$ cat config.mk
export PLATFORM = sky130hd
export DESIGN_NAME = refLossHoldover
export DESIGN_NICKNAME = d
export VERILOG_FILES = /design/src/rtl/rlhPkg.sv /design/src/rtl/rlhSyncEdge.sv /design/src/rtl/rlhDatapath.sv /design/src/rtl/rlhControl.sv /design/src/rtl/refLossHoldover.sv
export SDC_FILE = /design/constraint.sdc
export NUM_CORES = 1
export LEC_CHECK = 0
export ABC_CLOCK_PERIOD_IN_PS = 9200
export CELL_PAD_IN_SITES_DETAIL_PLACEMENT = 2
export CELL_PAD_IN_SITES_GLOBAL_PLACEMENT = 2
export CORE_ASPECT_RATIO = 1.5
export CORE_MARGIN = 2
export CORE_UTILIZATION = 25
export CTS_BUF_LIST = sky130_fd_sc_hd__clkbuf_8
export CTS_CLUSTER_SIZE = 24
export DETAILED_ROUTE_END_ITERATION = 8
export GPL_ROUTABILITY_DRIVEN = 1
export PLACE_DENSITY = 0.57
export SLEW_MARGIN = 20
export SYNTH_ARGS = -nofsm -noshare
export SYNTH_HDL_FRONTEND = slang
export SYNTH_SLANG_ARGS = --single-unit
export TNS_END_PERCENT = 30
$ cat constraint.sdc
create_clock -name clk -period 9.2 [get_ports clk]
set_input_delay 1.84 -clock clk [delete_from_list [all_inputs] [get_ports clk]]
set_output_delay 1.84 -clock clk [all_outputs]
set_load 0.1 [all_outputs]
$ cat src/rtl/rlhPkg.sv
package rlhPkg;
  typedef enum logic [0:0] {ST_TRACK = 1'b0, ST_HOLD = 1'b1} rlhState_t;

  // control -> datapath
  typedef struct packed {
    logic captureEn;
    logic holdSel;
  } rlhStrobe_t;

  // datapath -> control
  typedef struct packed {
    logic syncEdge;
    logic overLimit;
  } rlhStatus_t;
endpackage

$ cat src/rtl/rlhSyncEdge.sv
module rlhSyncEdge #(
  parameter int STAGES = 2
) (
  input  logic clk,
  input  logic rstN,
  input  logic asyncIn,
  output logic risePulse
);
  logic [STAGES:0] pipe;

  always_ff @(posedge clk) begin
    if (!rstN) pipe <= '0;
    else       pipe <= {pipe[STAGES-1:0], asyncIn};
  end

  // pipe[STAGES-1] is the last synchronizer flop, pipe[STAGES] its delayed copy
  assign risePulse = pipe[STAGES-1] & ~pipe[STAGES];
endmodule

$ cat src/rtl/rlhDatapath.sv
module rlhDatapath
  import rlhPkg::*;
#(
  parameter int LINE_W = 12,
  parameter int THR_W  = 4,
  parameter int CTRL_W = 16,
  parameter int GUARD  = 3
) (
  input  logic              clk,
  input  logic              rstN,
  input  logic              syncIn,
  input  logic [LINE_W-1:0] lineClocks,
  input  logic [THR_W-1:0]  missThresh,
  input  logic [CTRL_W-1:0] loopCtrl,
  input  rlhStrobe_t        strobe,
  output rlhStatus_t        status,
  output logic [CTRL_W-1:0] ctrlOut
);
  // (lineClocks + GUARD) needs LINE_W+1 bits, (missThresh + 1) needs THR_W+1
  localparam int LIM_W = LINE_W + THR_W + 2;

  logic              syncEdge;
  logic [LIM_W-1:0]  lineExt;
  logic [LIM_W-1:0]  mulExt;
  logic [LIM_W-1:0]  limitNext;
  logic [LIM_W-1:0]  limitReg;
  logic [LIM_W-1:0]  gapCnt;
  logic              overLimit;
  logic [CTRL_W-1:0] heldWord;

  rlhSyncEdge #(.STAGES(2)) u_sync (
    .clk      (clk),
    .rstN     (rstN),
    .asyncIn  (syncIn),
    .risePulse(syncEdge)
  );

  // timeout product, registered to keep the multiplier off the compare path
  assign lineExt   = LIM_W'(lineClocks) + LIM_W'(GUARD);
  assign mulExt    = LIM_W'(missThresh) + LIM_W'(1);
  assign limitNext = lineExt * mulExt;

  always_ff @(posedge clk) begin
    if (!rstN) limitReg <= '0;
    else       limitReg <= limitNext;
  end

  // gap counter: cleared by an edge, saturates one above the limit
  always_ff @(posedge clk) begin
    if (!rstN)                  gapCnt <= '0;
    else if (syncEdge)          gapCnt <= '0;
    else if (gapCnt <= limitReg) gapCnt <= gapCnt + LIM_W'(1);
  end

  assign overLimit = gapCnt > limitReg;

  always_ff @(posedge clk) begin
    if (!rstN)                 heldWord <= '0;
    else if (strobe.captureEn) heldWord <= loopCtrl;
  end

  assign ctrlOut          = strobe.holdSel ? heldWord : loopCtrl;
  assign status.syncEdge  = syncEdge;
  assign status.overLimit = overLimit;
endmodule

$ cat src/rtl/rlhControl.sv
module rlhControl
  import rlhPkg::*;
(
  input  logic       clk,
  input  logic       rstN,
  input  logic       lockedIn,
  input  rlhStatus_t status,
  output rlhStrobe_t strobe,
  output logic       lossFlag,
  output logic       holdoverOn
);
  rlhState_t state;
  logic      seenOne;
  logic      flagReg;

  always_ff @(posedge clk) begin
    if (!rstN) begin
      state   <= ST_TRACK;
      seenOne <= 1'b0;
      flagReg <= 1'b0;
    end else begin
      unique case (state)
        ST_TRACK: begin
          if (lockedIn && status.overLimit) begin
            state   <= ST_HOLD;
            flagReg <= 1'b1;
            seenOne <= 1'b0;
          end
        end
        ST_HOLD: begin
          if (status.syncEdge) begin
            if (seenOne) begin
              state   <= ST_TRACK;
              flagReg <= 1'b0;
              seenOne <= 1'b0;
            end else begin
              seenOne <= 1'b1;
            end
          end else if (status.overLimit) begin
            seenOne <= 1'b0;
          end
        end
        default: state <= ST_TRACK;
      endcase
    end
  end

  assign strobe.captureEn = (state == ST_TRACK) && lockedIn && status.syncEdge
                            && !status.overLimit;
  assign strobe.holdSel   = (state == ST_HOLD);
  assign lossFlag         = flagReg;
  assign holdoverOn       = (state == ST_HOLD);
endmodule

$ cat src/rtl/refLossHoldover.sv
module refLossHoldover
  import rlhPkg::*;
#(
  parameter int LINE_W = 12,
  parameter int THR_W  = 4,
  parameter int CTRL_W = 16
) (
  input  logic              clk,
  input  logic              rstN,
  input  logic              syncIn,
  input  logic              lockedIn,
  input  logic [LINE_W-1:0] lineClocks,
  input  logic [THR_W-1:0]  missThresh,
  input  logic [CTRL_W-1:0] loopCtrl,
  output logic              lossFlag,
  output logic              holdoverOn,
  output logic [CTRL_W-1:0] ctrlOut
);
  rlhStrobe_t strobe;
  rlhStatus_t status;
  logic       syncEdge;
  logic       overLimit;

  rlhDatapath #(
    .LINE_W(LINE_W), .THR_W(THR_W), .CTRL_W(CTRL_W), .GUARD(3)
  ) u_dp (
    .clk       (clk),
    .rstN      (rstN),
    .syncIn    (syncIn),
    .lineClocks(lineClocks),
    .missThresh(missThresh),
    .loopCtrl  (loopCtrl),
    .strobe    (strobe),
    .status    (status),
    .ctrlOut   (ctrlOut)
  );

  rlhControl u_ctl (
    .clk       (clk),
    .rstN      (rstN),
    .lockedIn  (lockedIn),
    .status    (status),
    .strobe    (strobe),
    .lossFlag  (lossFlag),
    .holdoverOn(holdoverOn)
  );

  assign syncEdge  = status.syncEdge;
  assign overLimit = status.overLimit;
endmodule

[After elaboration in Yosys (flattened, before gate mapping)]
Cells that the tools add are included.
Operators by class
  eq/ne operators: 4
  multiplexer cells: 13
  reduce and logical (&&, ||, !) cells: 8
  magnitude comparators: 2
  $add $sub $neg: 3
  multiply operators: 1
  bitwise gates (word level): 4
Operator list (number)
  18-bit by 1-bit adder with 18-bit output, second input constant: 1
  18-bit greater-than comparator: 1
  18-bit less-or-equal comparator: 1
  18-bit by 18-bit multiplier with 18-bit output: 1
  16-bit 2-to-1 mux: 1
  12-bit by 2-bit adder with 13-bit output, second input constant: 1
  1-bit 2-to-1 mux: 9
  1-bit one-hot mux with 2 select lines: 3
  4-bit by 1-bit adder with 5-bit output, second input constant: 1
  1-bit logical AND: 4
  2-bit inequality test, second input constant: 2
  3-bit inequality test, second input constant: 1
  1-bit inverter: 3
  3-bit AND reduction: 1
  2-bit by 1-bit inequality test with 1-bit output, second input constant: 1
  2-bit AND reduction: 1
  2-bit OR reduction: 1
  1-bit AND: 1
  1-bit logical NOT: 1
Word-level totals
  word-level logic and storage cells: 42
  input bits: 36
  output and inout port bits: 18
  flip-flop bits (word level): 58

[Depth between registers and ports, before layout]
Gate-level depths: netlist of the first run.
  depth in word-level cells: 4
  mapped depth: 19

[Modules after synthesis]
Synthesis of the first run repeated with hierarchy kept, for this count alone.
Unflattened totals
  cells, all modules: 568
  area total of the unflattened synthesis: 4966.0 µm²
Modules (own cells, without submodules)
  rlhDatapath: cells each 546, area each 4718.3 µm², seq. area each 1041.0 µm², times used 1
  rlhControl: cells each 15, area each 155.1 µm², seq. area each 60.1 µm², times used 1
  rlhSyncEdge: cells each 7, area each 92.6 µm², seq. area each 60.1 µm², times used 1

[Worst setup path before layout of the first run]
No wires, ideal clock.
  path type: in2reg
  from: input port missThresh[0]
  to: register u_dp.limitReg[16]
  buffers on the path: 1
  library setup time: 115 ps
  required time: 9085 ps
  data arrival time: 5828 ps
  setup slack: 3258 ps
  stages on the path: 16
  cells stage by stage: ha_1 > xnor2_1 > clkbuf_1 > nor2_1 > fa_1 > fa_1 > inv_1 > fa_1 > inv_1 > ha_1 > o21a_1 > o21a_1 > o221a_2 > o41ai_1 > xnor2_1 > and2_1
On the way
  word-level cells in the longest chain between the ends: 2
RTL lines
  from (decl): line refLossHoldover.sv:13  | input logic [THR_W-1:0] missThresh,
  4-bit by 1-bit adder with 5-bit output: line rlhDatapath.sv:40  | assign mulExt = LIM_W'(missThresh) + LIM_W'(1);
  18-bit by 18-bit multiplier with 18-bit output: line rlhDatapath.sv:41  | assign limitNext = lineExt * mulExt;
  to (signal assigned): line rlhDatapath.sv:45  | else limitReg <= limitNext;
  to (decl): line rlhDatapath.sv:26  | logic [LIM_W-1:0] limitReg;
Every way passes these cells.
A chain may end at the register's enable or synchronous reset.

[Worst setup path after layout of the first run]
Ends and elaborated chain as after synthesis.

==> qor.yml, run 1 <==
critical_path:
  cp_max_fo: 15
  max_stage_delay_ns: 0.78
  path_cells: "clkdlybuf4s50_1 -> ha_1 -> nand3_1 -> nand2b_1 -> fa_1 -> fa_1 -> fa_1 -> inv_1 -> ha_1 -> a21o_1 -> a21oi_1 -> nor2b_1 -> o221a_2 -> o41ai_1 -> xnor2_1 -> and2_1"
  start_kind: "primary input"
  crit_arrival_ns: 7.10
  crit_top_cell: "fa_1"
  crit_type: "primary input to register"
  critPathCaptureType: "register"
  slowest_stage: "clkdlybuf4s50_1"
  worstPathRequired_ns: 9.43
route:
  route.detailed.drc: 0
  drt_first_pass_iters: 4
  drt_iter0_drc: 148
  wl_per_cell_um: 15.44
  vias: 4195
  ant_nets: 0
  routed_wl_um: 13740
  via_per_inst: 4.713
power:
  p_total_mw: 0.9888
  p_leak_nw: 2.674
  peakVddDrop_mv: 0.04603
  power_density_nw_per_um2: 164.6
synthesis:
  muxShareOfSynthArea_pct: 7.592
  ys.flop_type: "dfxtp_1"
  synth_top_family_by_area: "adder cells"
  synth_top_area_cell: "dfxtp_1"
  synthAdderAreaFrac_pct: 24.93
  netlist.area_leader.share_pct: 23.18
  synth-simple-area-share_pct: 23.65
  avgSynthCellArea_um2: 8.683
  synth_common_cells: "72 x inv_1, 65 x nor2_1, 58 x dfxtp_1, 47 x ha_1, 35 x nand2_1"
  synth_compound_area_share_pct: 9.466
  synth_xor_area_share_pct: 4.371
  yosysSeqAreaShare_pct: 23.18
  yosysMostFrequentCell: "inv_1"
  synth_edf_count: 0
  synthTopCellsByArea: "dfxtp_1 23%, fa_1 13%, ha_1 12%, inv_1 5.4%, nor2_1 4.9%"
  synth_async_sr_flop_share_pct: 0
  postSynthNetCount: 693
  synth_area_um2: 5010
  synth_cell_types: 54
  yosysWarnings: 0
  syn_inst: 577
  ys_seq_elements: 58
placed_design:
  gp_congestion: 0.7433
  dp_cells: 875
  hpwlAfterDp_um: 11510
  io_buffers: 53
global_routing:
  grt_pass1_wl_um: 22850
  grt_overflow: 0
  grt_max_degree: 47
  grt_use_total_pct: 13.43
  grt_pass1_vias: 4694
  antenna_found_initial: 0
die:
  die_w_um: 119.6
  die_area_um2: 21210
  ioPinCount: 54
  design.core.area_um2: 19710
  die_y_um: 177.4
  fp-row-count: 63
  initial_core_util_pct: 25.42
clocking:
  cts_setup_buffers: 0
  cts-root-buf: "clkbuf_8"
  cts_sinks: 58
  holdBufCountCts: 0
  htree_levels: 3
  clkTransAtPathRegs_ns: 0.06
  cts_buffers: 9
  post_cts_resized: 0
  cts_max_path_buffers: 2
  cts_tree: "built"
  clk_latency_ns: 0.35
cells_and_area:
  drive_gt1_share_pct: 10.16
  nNetsFinal: 742
  diodes: 0
  syn2layout_area_growth_pct: 19.91
  instances_no_fill: 890
status:
  status: "finished clean"
timing:
  relSlewSlack_pct: 33.20
  rsz0062_at_grt: "no"
  period_needed_ns: 6.862
  hold_viol_final: 0
  fmax_mhz: 145.7
  worst_pin_slew_ns: 0.9989
  setup-tns-final_ns: 0
  fin_worst_skew_ns: 0.01451
  report.final.slew_viol_count: 0
  finalSetupViolCount: 0
  post-route-period-util_pct: 74.58
job:
  maxCapViolations: 0
worst_hold_path:
  hp-class: "register to register"
[layout make-up]
cell class	count	area [um^2]
multi-input combinational	431	3522
tap	260	325.3
fill	2263	13700
timing repair buffer	54	538.0
sequential	58	1161
clock inverter	2	11.26
inverter	72	270.3
clock buffer	13	178.9
[metal layers]
metal	routed length, um	part of all wire [%]	vias to the layer above	GRT usage (%)
met2	8199	60	40	28.50
met5	0	0	-	0
met4	205	1.5	0	4.559
li1	-	-	2021	-
met3	190	1.4	11	1.157
met1	5144	37	2123	13.14
[flip-flops by register name, summed over array words and instances (netlist names)]
register          count
u_dp.gapCnt          18
u_dp.limitReg        18
u_dp.heldWord        16
u_dp.u_sync.pipe      3
u_ctl.holdoverOn      1
u_ctl.lossFlag        1
u_ctl.seenOne         1
[power breakdown]
part	switching (mW)	total, mW	internal (mW)
clock	0.0994	0.224	0.125
combinational	0.286	0.473	0.187
sequential	0.0123	0.292	0.280
[worst max-delay path: cells and delay by family]
kind / cells / cell delay, ns
simple gates: 4 / 1.04
fa+ha+maj: 5 / 2.21
compound gates: 4 / 1.07
xor+xnor: 1 / 0.10
buf+inv: 2 / 0.82
[placed cells by master, fill, tap and decap left out, drive strengths merged, types with 2 or more instances in the layout]
| cell type | count |
|---|---|
| o21a | 4 |
| nor3 | 3 |
| o311ai | 3 |
| clkdlybuf4s50 | 53 |
| dfxtp | 58 |
| o21ai | 13 |
| or4 | 4 |
| nor2 | 65 |
| mux2 | 16 |
| and2 | 17 |
| inv | 73 |
| a211oi | 3 |
| fa | 33 |
| or3 | 3 |
| nand4 | 15 |
| nor3b | 2 |
| o31ai | 2 |
| nand2b | 8 |
| xnor2 | 9 |
| o211ai | 5 |
| a21oi | 21 |
| nand2 | 36 |
| a31oi | 2 |
| xor2 | 16 |
| and3 | 7 |
| clkbuf | 13 |
| or2 | 19 |
| nor4b | 3 |
| nor4 | 3 |
| mux2i | 20 |
| o21bai | 3 |
| nand3 | 11 |
| o221a | 2 |
| nor2b | 22 |
| a21o | 5 |
| o41ai | 3 |
| ha | 47 |
[worst paths after layout]
kind / from / endpoint / slack, ns / cells after the start
worst max register to register: u_dp.gapCnt[2] / u_dp.heldWord[9] / 6.28 / 8
worst max-delay path: missThresh[0] / u_dp.limitReg[16] / 2.34 / 16
worst min-delay path: u_dp.u_sync.pipe[0] / u_dp.u_sync.pipe[1] / 0.44 / 1
worst min register to register: u_dp.u_sync.pipe[0] / u_dp.u_sync.pipe[1] / 0.44 / 1
[kinds of logic after synthesis]
family          count (synthesis)
compound gates                 71
flops                          58
buf+inv                        88
xor+xnor                       25
simple gates                  219
fa+ha+maj                      80
mux                            36
[stage by stage]
stage               area [um^2]  utilization [%]  hold slack (ns)  setup slack (ns)
floorplan                  5010                -           0.4119             3.258
global placement           5802            29.44           0.4204             1.813
detailed placement         5802            29.44           0.4291             1.679
CTS                        5992            30.41           0.4442             2.044
global route               6007            30.48           0.4617             1.965
finish                     6007            30.48           0.4392             2.338
Note: power is estimated with default switching activity, not from simulation.
==> run 2, diff against run 1 <==
ABC_CLOCK_PERIOD_IN_PS = 6200   (was 9200)
PLACE_DENSITY = 0.59   (was 0.57)
clock period = 6.2 ns   (was 9.2 ns; I/O delays follow)
==> run 2 against run 1 <==
Non-clock buffer count is 17 higher. Clock skew is 0.0045 ns lower. First-iteration DRC count is 24% lower. Utilization is 0.72 points higher. Critical endpoint unchanged. Largest cell class unchanged.
==> qor.yml, run 2 (synthesis gave the netlist of run 1 again) <==
die:
  die_y_um: 177.4  # unchanged
  fp-row-count: 63  # unchanged
  die_area_um2: 21210  # unchanged
  ioPinCount: 54  # unchanged
  die_w_um: 119.6  # unchanged
  design.core.area_um2: 19710  # unchanged
  initial_core_util_pct: 25.42  # unchanged
cells_and_area:
  drive_gt1_share_pct: 12.35  # was 10.16%
  diodes: 0  # unchanged
  layout_common_cells: "73 x inv_1, 65 x nor2_1, 58 x dfxtp_1, 53 x clkdlybuf4s50_1, 47 x ha_1"  # unchanged
  final_common_cell: "inv_1"  # unchanged
  syn2layout_area_growth_pct: 22.73  # was 19.91%
  reg_top3: "u_dp.gapCnt: 18 flops, u_dp.limitReg: 18 flops, u_dp.heldWord: 16 flops"  # unchanged
  nNetsFinal: 759  # was 742
critical_path:
  path_buf_inv: 4  # was 2
  start_kind: "primary input"  # unchanged
  crit_cells: 18  # was 16
  cp_max_fo: 5  # was 15
  r2r_start: "u_dp.gapCnt[2]"  # unchanged
  crit_type: "primary input to register"  # unchanged
  regToRegSetupSlack_ns: 3.33  # was 6.28 ns
  critPathLaunch: "lineClocks[0]"  # was missThresh[0]
  endpoint: "u_dp.limitReg[16]"  # unchanged
  path_cells: "clkdlybuf4s50_1 -> inv_1 -> ha_1 -> nor2_1 -> xnor2_1 -> nor2_1 -> fa_1 -> fa_1 -> inv_1 -> fa_1 -> inv_1 -> ha_1 -> o21a_1 -> o21a_1 -> o221a_2 -> o41ai_1 -> xnor2_1 -> and2_1"  # was clkdlybuf4s50_1 -> ha_1 -> nand3_1 -> nand2b_1 -> fa_1 -> fa_1 -> fa_1 -> inv_1 -> ha_1 -> a21o_1 -> a21oi_1 -> nor2b_1 -> o221a_2 -> o41ai_1 -> xnor2_1 -> and2_1
  slowest_stage: "fa_1"  # was clkdlybuf4s50_1
  r2r_cells: 8  # unchanged
  crit_family: "adder cells"  # unchanged
  worstPathRequired_ns: 6.44  # was 9.43 ns
  max_stage_delay_ns: 0.54  # was 0.78 ns
  critPathCaptureType: "register"  # unchanged
  r2r_end: "u_dp.heldWord[5]"  # was u_dp.heldWord[9]
  crit_arrival_ns: 5.99  # was 7.10 ns
power:
  peakVddDrop_mv: 0.07788  # was 0.04603 mV
  power_density_nw_per_um2: 250.5  # was 164.6 nW/um^2
  p_total_mw: 1.540  # was 0.9888 mW
  p_leak_nw: 2.764  # was 2.674 nW
clocking:
  cts-root-buf: "clkbuf_8"  # unchanged
  cts_tree: "built"  # unchanged
  cts_buffers: 9  # unchanged
  clk_latency_ns: 0.35  # about the same
  post_cts_resized: 0  # unchanged
  cts_max_path_buffers: 2  # unchanged
  holdBufCountCts: 0  # unchanged
  cts_setup_buffers: 0  # unchanged
  clkTransAtPathRegs_ns: 0.07  # was 0.06 ns
  cts_sinks: 58  # unchanged
  htree_levels: 3  # unchanged
timing:
  report.final.slew_viol_count: 0  # unchanged
  rsz0062_at_grt: "no"  # unchanged
  setup-tns-final_ns: 0  # unchanged
  hold_viol_final: 0  # unchanged
  worst_pin_slew_ns: 1.004  # was 0.9989 ns
  period_needed_ns: 5.758
  fin_worst_skew_ns: 0.01004  # was 0.01451 ns
  finalSetupViolCount: 0  # unchanged
  post-route-period-util_pct: 92.87
  fmax_mhz: 173.7
  relSlewSlack_pct: 32.84  # was 33.20%
placed_design:
  hpwlAfterDp_um: 11830  # was 11,510 um
  io_buffers: 53  # unchanged
  gp_congestion: 0.7574  # was 0.7433
route:
  wl_per_cell_um: 15.49  # was 15.44 um
  drt_iter0_drc: 113  # was 148
  via_per_inst: 4.643  # was 4.713
  routed_wl_um: 14070  # was 13,740 um
  ant_nets: 0  # unchanged
  route.detailed.drc: 0  # unchanged
  vias: 4216  # was 4,195
  drt_first_pass_iters: 4  # unchanged
global_routing:
  grt_max_degree: 47  # unchanged
  grt_use_total_pct: 13.84  # was 13.43%
  grt_pass1_vias: 4841  # was 4,694
  grt_pass1_wl_um: 23530  # was 22,850 um
  grt_overflow: 0  # unchanged
  antenna_found_initial: 0  # unchanged
job:
  maxCapViolations: 0  # unchanged
worst_hold_path:
  hp-class: "register to register"  # unchanged
status:
  status: "finished clean"  # unchanged
run 2: per-stage QoR:
stage	utilization (%)	worst slack (ns)	hold slack, ns	area [um^2]	std cells
6_report	31.20	0.4424	0.4539	6148	908
5_1_grt	31.20	0.1170	0.4625	6148	908
4_1_cts	31.20	0.3899	0.4554	6148	908
3_5_place_dp	30.09	0.02137	0.4273	5929	892
3_3_place_gp	30.09	0.1412	0.4256	5929	892
2_1_floorplan	-	0.8575	0.4119	5010	577
run 2: per-layer routing:
layer / GRT usage, % / vias to the layer above / share of wire [%]
met2: 29.81 / 40 / 62
met4: 4.265 / 0 / 1.4
met3: 1.350 / 11 / 1.4
met5: 0 / - / 0
li1: - / 2056 / -
met1: 13.26 / 2109 / 35
run 2: area by class of cell:
class / count / area (um^2)
fill: 2295 / 13560
multi-input combinational: 431 / 3507
sequential: 58 / 1161
timing repair buffer: 71 / 665.6
tap: 260 / 325.3
inverter: 72 / 270.3
clock buffer: 10 / 137.6
clock inverter: 6 / 81.33
run 2: report_power, final:
part	leakage, nW	total (mW)	internal, mW	switching (mW)
logic	2.18	0.715	0.289	0.425
registers	0.473	0.435	0.415	0.0197
clock network	0.113	0.391	0.234	0.156
run 2: worst reg2reg max path: stages, from the launching register on:
cell	delay, ns
dfxtp_1	0.57
ha_1	0.32
nand4_1	0.12
o21bai_1	0.13
a31oi_1	0.11
o211ai_2	0.60
nand4_4	0.53
mux2i_1	0.32
nor2b_1	0.07
run 2: worst min path at each step:
stage | cells after the start | startpoint | slack, ns | endpoint
finish | 1 | u_dp.u_sync.pipe[0] | 0.45 | u_dp.u_sync.pipe[1]
global route | 1 | u_dp.u_sync.pipe[0] | 0.46 | u_dp.u_sync.pipe[1]
CTS | 1 | u_dp.u_sync.pipe[0] | 0.46 | u_dp.u_sync.pipe[1]
detailed placement | 1 | u_dp.u_sync.pipe[0] | 0.43 | u_dp.u_sync.pipe[1]
global placement | 1 | u_dp.u_sync.pipe[0] | 0.43 | u_dp.u_sync.pipe[1]
floorplan | 1 | u_dp.u_sync.pipe[0] | 0.41 | u_dp.u_sync.pipe[1]
